`src/rtl/exc_entry_pkg.sv`:
```
package exc_entry_pkg;
    localparam int XLEN = 32;
    localparam int VECW = 8;
    localparam int DSLW = 2;
    localparam int VERW = 8;

    typedef logic [XLEN-1:0] word_t;
    typedef logic [VECW-1:0] vec_t;

    typedef enum logic [2:0] {EK_NONE, EK_NMI, EK_BUS, EK_BRK, EK_IRQ} exc_kind_t;
    typedef enum logic [2:0] {ST_IDLE, ST_SAVE, ST_FETCH, ST_LOAD, ST_DONE} seq_state_t;

    // State captured at acceptance
    typedef struct packed {
        exc_kind_t        kind;
        vec_t             vec;
        logic             new_mode;
        word_t            pc;
        word_t            sp;
        word_t            ksp;
        word_t            ccs;
        word_t            ebp;
        logic [DSLW-1:0]  dslot;
    } entry_ctx_t;

    // Updates emitted in the save cycle
    typedef struct packed {
        logic  illegal;
        logic  erp_we;
        logic  nrp_we;
        logic  stk_swap;
        logic  ccs_we;
        logic  exs_we;
        logic  dslot_clr;
        logic  lock_set;
        word_t ret_addr;
        word_t ccs_val;
        word_t exs_val;
    } entry_upd_t;

    // Flag history moves up one field; low ten bits cleared
    function automatic word_t ccs_shift(word_t old);
        return ((old & 32'hC000_0000) | ((old << 12) >> 2)) & ~32'h0000_03FF;
    endfunction

    function automatic word_t table_addr(word_t base, vec_t v);
        return base + (word_t'(v) << 2);
    endfunction
endpackage

```
`src/rtl/exc_req_arbiter.sv`:
```
module exc_req_arbiter
    import exc_entry_pkg::*;
(
    input  logic      nmi,
    input  logic      bus,
    input  logic      brk,
    input  logic      irq,
    input  vec_t      fault_vec,
    input  vec_t      trap_vec,
    input  vec_t      irq_vec,
    output exc_kind_t kind,
    output vec_t      vec
);
    always_comb begin
        kind = EK_NONE;
        vec  = '0;
        if (nmi) begin
            kind = EK_NMI;
        end else if (bus) begin
            kind = EK_BUS;
            vec  = fault_vec;
        end else if (brk) begin
            kind = EK_BRK;
            vec  = trap_vec;
        end else if (irq) begin
            kind = EK_IRQ;
            vec  = irq_vec;
        end
    end
endmodule

```
`src/rtl/exc_state_xform.sv`:
```
module exc_state_xform
    import exc_entry_pkg::*;
#(
    parameter int U_BIT = 8,
    parameter int M_BIT = 30
) (
    input  entry_ctx_t ctx,
    output entry_upd_t upd
);
    word_t ccs_m;
    logic  is_nmi;

    always_comb begin
        is_nmi = (ctx.kind == EK_NMI);
        ccs_m  = ctx.ccs;
        if (is_nmi) ccs_m[M_BIT] = 1'b0;

        upd = '0;
        if (!ctx.new_mode && ctx.kind == EK_BUS) begin
            upd.illegal = 1'b1;
        end else begin
            upd.ret_addr = ctx.new_mode ? ctx.pc - word_t'(ctx.dslot) : ctx.pc;
            upd.nrp_we   = is_nmi;
            upd.erp_we   = !is_nmi;
            upd.stk_swap = ctx.ccs[U_BIT];
            if (ctx.new_mode) begin
                upd.ccs_we    = 1'b1;
                upd.ccs_val   = ccs_shift(ccs_m);
                upd.exs_we    = 1'b1;
                upd.exs_val   = word_t'(ctx.vec) << 8;
                upd.dslot_clr = (ctx.dslot != '0);
            end else begin
                upd.ccs_we   = is_nmi;
                upd.ccs_val  = ccs_m;
                upd.lock_set = 1'b1;
            end
        end
    end
endmodule

```
`src/rtl/exc_entry_fsm.sv`:
```
module exc_entry_fsm
    import exc_entry_pkg::*;
(
    input  logic       clk,
    input  logic       rst,
    input  logic       start,
    input  logic       abort,
    input  logic       rsp_valid,
    output seq_state_t state
);
    seq_state_t nxt;

    always_comb begin
        nxt = state;
        unique case (state)
            ST_IDLE:  if (start) nxt = ST_SAVE;
            ST_SAVE:  nxt = abort ? ST_IDLE : ST_FETCH;
            ST_FETCH: if (rsp_valid) nxt = ST_LOAD;
            ST_LOAD:  nxt = ST_DONE;
            ST_DONE:  nxt = ST_IDLE;
            default:  nxt = ST_IDLE;
        endcase
    end

    always_ff @(posedge clk) begin
        if (rst) state <= ST_IDLE;
        else     state <= nxt;
    end
endmodule

```
`src/rtl/exc_entry_seq.sv`:
```
module exc_entry_seq
    import exc_entry_pkg::*;
#(
    parameter int OLD_VER_LIMIT = 32,
    parameter int U_BIT         = 8,
    parameter int M_BIT         = 30
) (
    input  logic            clk,
    input  logic            rst,
    input  logic            req_nmi,
    input  logic            req_bus,
    input  logic            req_brk,
    input  logic            req_irq,
    input  logic [VECW-1:0] trap_vec,
    input  logic [VECW-1:0] fault_vec,
    input  logic [VECW-1:0] irq_vec,
    input  logic [XLEN-1:0] pc_in,
    input  logic [XLEN-1:0] sp_in,
    input  logic [XLEN-1:0] ksp_in,
    input  logic [XLEN-1:0] ccs_in,
    input  logic [XLEN-1:0] ebp_in,
    input  logic [VERW-1:0] ver_in,
    input  logic [DSLW-1:0] dslot_in,
    output logic            erp_we,
    output logic            nrp_we,
    output logic [XLEN-1:0] ret_val,
    output logic            usp_we,
    output logic [XLEN-1:0] usp_val,
    output logic            sp_we,
    output logic [XLEN-1:0] sp_val,
    output logic            ccs_we,
    output logic [XLEN-1:0] ccs_val,
    output logic            exs_we,
    output logic [XLEN-1:0] exs_val,
    output logic            dslot_clr,
    output logic            lock_set,
    output logic            illegal,
    output logic            vt_req,
    output logic [XLEN-1:0] vt_addr,
    input  logic            vt_rvalid,
    input  logic [XLEN-1:0] vt_rdata,
    output logic            pc_we,
    output logic [XLEN-1:0] pc_val,
    output logic            busy,
    output logic            done
);
    localparam logic [VERW-1:0] VER_LIM = VERW'(OLD_VER_LIMIT);

    exc_kind_t  win_kind;
    vec_t       win_vec;
    entry_ctx_t ctx;
    entry_upd_t upd;
    seq_state_t state;
    word_t      handler;
    logic       start, in_save;

    exc_req_arbiter u_arb (
        .nmi(req_nmi), .bus(req_bus), .brk(req_brk), .irq(req_irq),
        .fault_vec(fault_vec), .trap_vec(trap_vec), .irq_vec(irq_vec),
        .kind(win_kind), .vec(win_vec)
    );

    assign start   = (state == ST_IDLE) && (win_kind != EK_NONE);
    assign in_save = (state == ST_SAVE);

    exc_entry_fsm u_fsm (
        .clk(clk), .rst(rst), .start(start),
        .abort(upd.illegal), .rsp_valid(vt_rvalid), .state(state)
    );

    always_ff @(posedge clk) begin
        if (rst) begin
            ctx     <= '0;
            handler <= '0;
        end else begin
            if (start) begin
                ctx.kind     <= win_kind;
                ctx.vec      <= win_vec;
                ctx.new_mode <= (ver_in >= VER_LIM);
                ctx.pc       <= pc_in;
                ctx.sp       <= sp_in;
                ctx.ksp      <= ksp_in;
                ctx.ccs      <= ccs_in;
                ctx.ebp      <= ebp_in;
                ctx.dslot    <= dslot_in;
            end
            if (state == ST_FETCH && vt_rvalid) handler <= vt_rdata;
        end
    end

    exc_state_xform #(.U_BIT(U_BIT), .M_BIT(M_BIT)) u_xf (
        .ctx(ctx), .upd(upd)
    );

    assign illegal   = in_save && upd.illegal;
    assign erp_we    = in_save && upd.erp_we;
    assign nrp_we    = in_save && upd.nrp_we;
    assign ret_val   = upd.ret_addr;
    assign usp_we    = in_save && upd.stk_swap;
    assign usp_val   = ctx.sp;
    assign sp_we     = in_save && upd.stk_swap;
    assign sp_val    = ctx.ksp;
    assign ccs_we    = in_save && upd.ccs_we;
    assign ccs_val   = upd.ccs_val;
    assign exs_we    = in_save && upd.exs_we;
    assign exs_val   = upd.exs_val;
    assign dslot_clr = in_save && upd.dslot_clr;
    assign lock_set  = in_save && upd.lock_set;

    assign vt_req  = (state == ST_FETCH);
    assign vt_addr = table_addr(ctx.ebp, ctx.vec);
    assign pc_we   = (state == ST_LOAD);
    assign pc_val  = handler;
    assign busy    = (state != ST_IDLE);
    assign done    = (state == ST_DONE);
endmodule

```
`config.mk`:
```
export PLATFORM = sky130hd
export DESIGN_NAME = exc_entry_seq
export DESIGN_NICKNAME = d
export VERILOG_FILES = /design/src/rtl/exc_entry_pkg.sv /design/src/rtl/exc_req_arbiter.sv /design/src/rtl/exc_state_xform.sv /design/src/rtl/exc_entry_fsm.sv /design/src/rtl/exc_entry_seq.sv
export SDC_FILE = /design/constraint.sdc
export NUM_CORES = 1
export LEC_CHECK = 0
export BUFFER_PORTS_ARGS = -buffer_cell sky130_fd_sc_hd__buf_2
export CORE_ASPECT_RATIO = 1.4
export CORE_MARGIN = 3
export CORE_UTILIZATION = 25
export DETAILED_ROUTE_END_ITERATION = 8
export HOLD_SLACK_MARGIN = 0.06
export PLACE_DENSITY_LB_ADDON = 0.3
export SYNTH_ARGS = -nofsm -noshare
export SYNTH_HDL_FRONTEND = slang
export SYNTH_HIERARCHICAL = 1
export SYNTH_SLANG_ARGS = --single-unit
```
`constraint.sdc`:
```
create_clock -name clk -period 2.6 [get_ports clk]
set_clock_uncertainty 0.2 [all_clocks]
set_input_delay 0.52 -clock clk [delete_from_list [all_inputs] [get_ports clk]]
set_output_delay 0.52 -clock clk [all_outputs]
set_load 0.01 [all_outputs]
```
==> impl_metrics.py <==
metrics = {
    "status": {
        "status": "complete, but fails checks",
        "violations": "setup timing",
    },
    "setup_path": {
        "critPathSlowestCell": "or3b_4",
        "end_kind": "output port",
        "worstPathCellList": "ha_4 -> inv_2 -> fa_2 -> nor2b_4 -> o2111ai_4 -> nor4b_4 -> or3b_4 -> xnor2_2 -> buf_2",
        "worstPathArrival_ns": 2.65,
        "path_class": "flop to output port",
        "path_max_fanout": 5,
        "cp.required_ns": 1.88,
        "slowest_delay_ns": 0.43,
        "start_kind": "flop",
    },
    "timing": {
        "fmax_mhz": 297,
        "slew_viol_final": 0,
        "fin_crit_ns": 3.37,
        "rsz0062_at_grt": "true",
        "period_share_pct": 129,
        "finalHoldViolations": 0,
        "relSlewSlack_pct": 49.6,
        "worst_slack_ns": -0.765,
        "tightestPinTransition_ns": 0.749,
        "setup_violations": 56,
    },
    "logic_synthesis": {
        "ys_ff_latch": 209,
        "netlist_area_um2": 10300,
        "synth_cell_types": 70,
        "syn_area_per_cell_um2": 7.62,
        "synth_edf_count": 0,
        "yosys_warnings": 6,
        "synthCells": 1356,
        "synthFlopType": "dfxtp_1",
        "netlist.area_leader.share_pct": 40.5,
        "async_reset_ff_share_pct": 0,
        "synth_seq_area_share_pct": 40.5,
        "synth_top_area_cell": "dfxtp_1",
        "synth_area_leaders": "dfxtp_1 (41%), nand2_1 (16%), a21oi_1 (11%), buf_4 (6.8%), clkbuf_1 (2.1%)",
    },
    "finish": {
        "multiInputGateArea_um2": 5860,
        "regArea_um2": 4210,
        "final_util_pct": 42.1,
        "area_growth_pct": 65.2,
        "drive_above_1_share_pct": 37.8,
        "fill_cells": 4037,
        "nNetsFinal": 2237,
    },
    "flow_run": {
        "drv_cap": 0,
    },
    "global_routing": {
        "grt_pass1_wl_um": 64000,
        "overflow": 0,
        "grt_max_degree": 54,
        "track_usage_pct": 18.1,
        "antenna_found_initial": 7,
        "first_global_vias": 12033,
    },
    "floorplanning": {
        "coreArea_um2": 40500,
        "die_x_um": 178,
        "initial_core_util_pct": 25.5,
        "die-height_um": 247,
        "die-area_um2": 43800,
        "io_pins": 470,
        "num_rows": 87,
    },
    "clock_tree": {
        "clock_sinks": 209,
        "htree_num_levels": 1,
        "cts-buffers-inserted": 24,
        "path_clk_slew_ns": 0.06,
        "clockRootBuffer": "clkbuf_16",
        "clkLatencyLatePin_ns": 0.52,
        "cts_max_path_buffers": 3,
        "cts_tree": "yes",
    },
    "pwr": {
        "p_leak_nw": 7.79,
        "power_density_nw_per_um2": 811,
        "ir_drop_v": 0.000454,
    },
    "place": {
        "port_buffers": 440,
        "dp_worst_setup_slack_ns": -0.379,
        "hpwlAfterDp_um": 28600,
        "place_congestion": 0.858,
    },
    "route": {
        "ant_nets": 0,
        "wl_um": 41800,
        "drtIter0Drc": 520,
        "drc": 0,
        "vias": 11732,
        "wl_per_cell_um": 16.4,
        "vias_per_cell": 4.61,
        "drt-pass1-iter-count": 5,
    },
    "min_path": {
        "min_path_type": "input pin to flop",
    },
}
flip-flops by register name, summed over array words and instances, names as in the netlist:
signal       count
u_fsm/state      3
ctx            110
pc_val          32
sp_val          32
usp_val         32
cells by family (layout without fill, tap and decap cells):
group                      after synthesis  after routing  synth area share, %
and+or+nand+nor                        594            595                 26.6
AOI/OAI and AO/OA                      303            303                 17.1
DFF                                    209            209                 40.5
buffers and inverters                  200            829                 11.0
xor gates and xnor gates                34             34                 2.88
adders and majority gates               12             12                 1.60
muxes                                    3              3                0.303
other                                    1             27               0.0363
cells in the mapped netlist (3+ instances only):
library cell  count
nor2_1           33
o31ai_1          11
nor3b_1           4
o21ai_0          13
or4_1             6
nor2b_1           4
o211ai_1          4
and2_1           31
nor3_1            9
buf_1             4
xor2_1           20
dfxtp_1         209
a211oi_1          5
buf_2            25
nand4_1           7
or3_1             8
inv_1            17
ha_1             10
a21oi_1         219
a22o_1           20
o311ai_0          3
nand2_1         427
a221o_1           8
a21boi_0          3
nor3_2            3
and3b_1          10
nor4_1            7
clkbuf_1         57
and4_1            3
buf_4            94
xnor2_1          14
nand3_1          14
o41ai_1           4
per-layer routing:
layer	vias up	global-route usage, %	part of all wire [%]
li1	5694	-	-
met5	-	0	0.17
met2	437	33.3	52
met3	93	3.81	6.4
met1	5498	20.1	38
met4	10	7.07	3.4
cell type report:
| cell class | instances | area share, % |
|---|---|---|
| Multi-Input combinational cell | 971 | 34.3 |
| Timing Repair Buffer | 767 | 31.7 |
| Sequential cell | 209 | 24.7 |
| Clock buffer | 32 | 4.06 |
| Tap cell | 534 | 3.92 |
| Clock inverter | 11 | 0.799 |
| Inverter | 19 | 0.462 |
| Antenna cell | 3 | 0.0440 |
critical path: cells and delay by family, from the launching register on:
kind	cells	cell delay, ns
flip-flops	1	0.35
buffers and inverters	2	0.17
XOR/XNOR	1	0.13
adder cells (fa/ha/maj)	2	0.50
AND/OR/NAND/NOR	3	0.80
AO/OA/AOI/OAI	1	0.16
power breakdown:
part / internal, mW / total (mW) / switching (mW) / leakage (nW)
Combinational: 2.61 / 5.98 / 3.36 / 5.65
Clock: 2.16 / 3.59 / 1.43 / 0.411
Sequential: 3.82 / 4.27 / 0.449 / 1.73
placed cells by master (no fill, tap or decap), drive strengths merged, types with 14 or more instances in the layout:
cell | synthesis | routed
and2 | 31 | 31
buf | 123 | 576
conb | 1 | 24
inv | 18 | 20
clkbuf | 58 | 32
a21oi | 219 | 219
xor2 | 20 | 20
dlygate4sd3 | 0 | 191
xnor2 | 14 | 14
nand3 | 16 | 16
nor2 | 33 | 33
a22o | 20 | 20
dfxtp | 209 | 209
nand2 | 427 | 427
per-stage QoR:
step	std cells	instance area [um2]	power, mW	setup TNS (ns)	hold WS (ns)
after floorplan	1379	10600	7.38	-0.0230	0.232
after global placement	2288	13400	9.46	-4.55	0.238
after detailed placement	2288	13400	9.51	-5.72	0.244
after CTS	2537	16800	13.8	-30.38	0.0621
after global routing	2545	17100	14.7	-35.26	0.101
final	2546	17100	13.8	-28.61	0.0829
final timing paths:
path	start	to	slack (ns)	cells after the start
worst min-delay path	ebp_in[17]	ctx[19]	0.08	3
worst min register to register	pc_val[31]	pc_val[31]	0.25	2
worst max register to register	u_fsm/state[2]	ctx[162]	0.27	6
worst max-delay path	ctx[163]	vt_addr[14]	-0.77	9
repair_timing:
action                     CTS  global route
hold endpoints to repair   191             0
hold buffers               191             0
buffers inserted            14            10
setup endpoints to repair   68            73
gates resized for setup    124            50
pin swaps                   48            28
cloned                       2             0
Note: power is estimated with default switching activity, not from simulation.
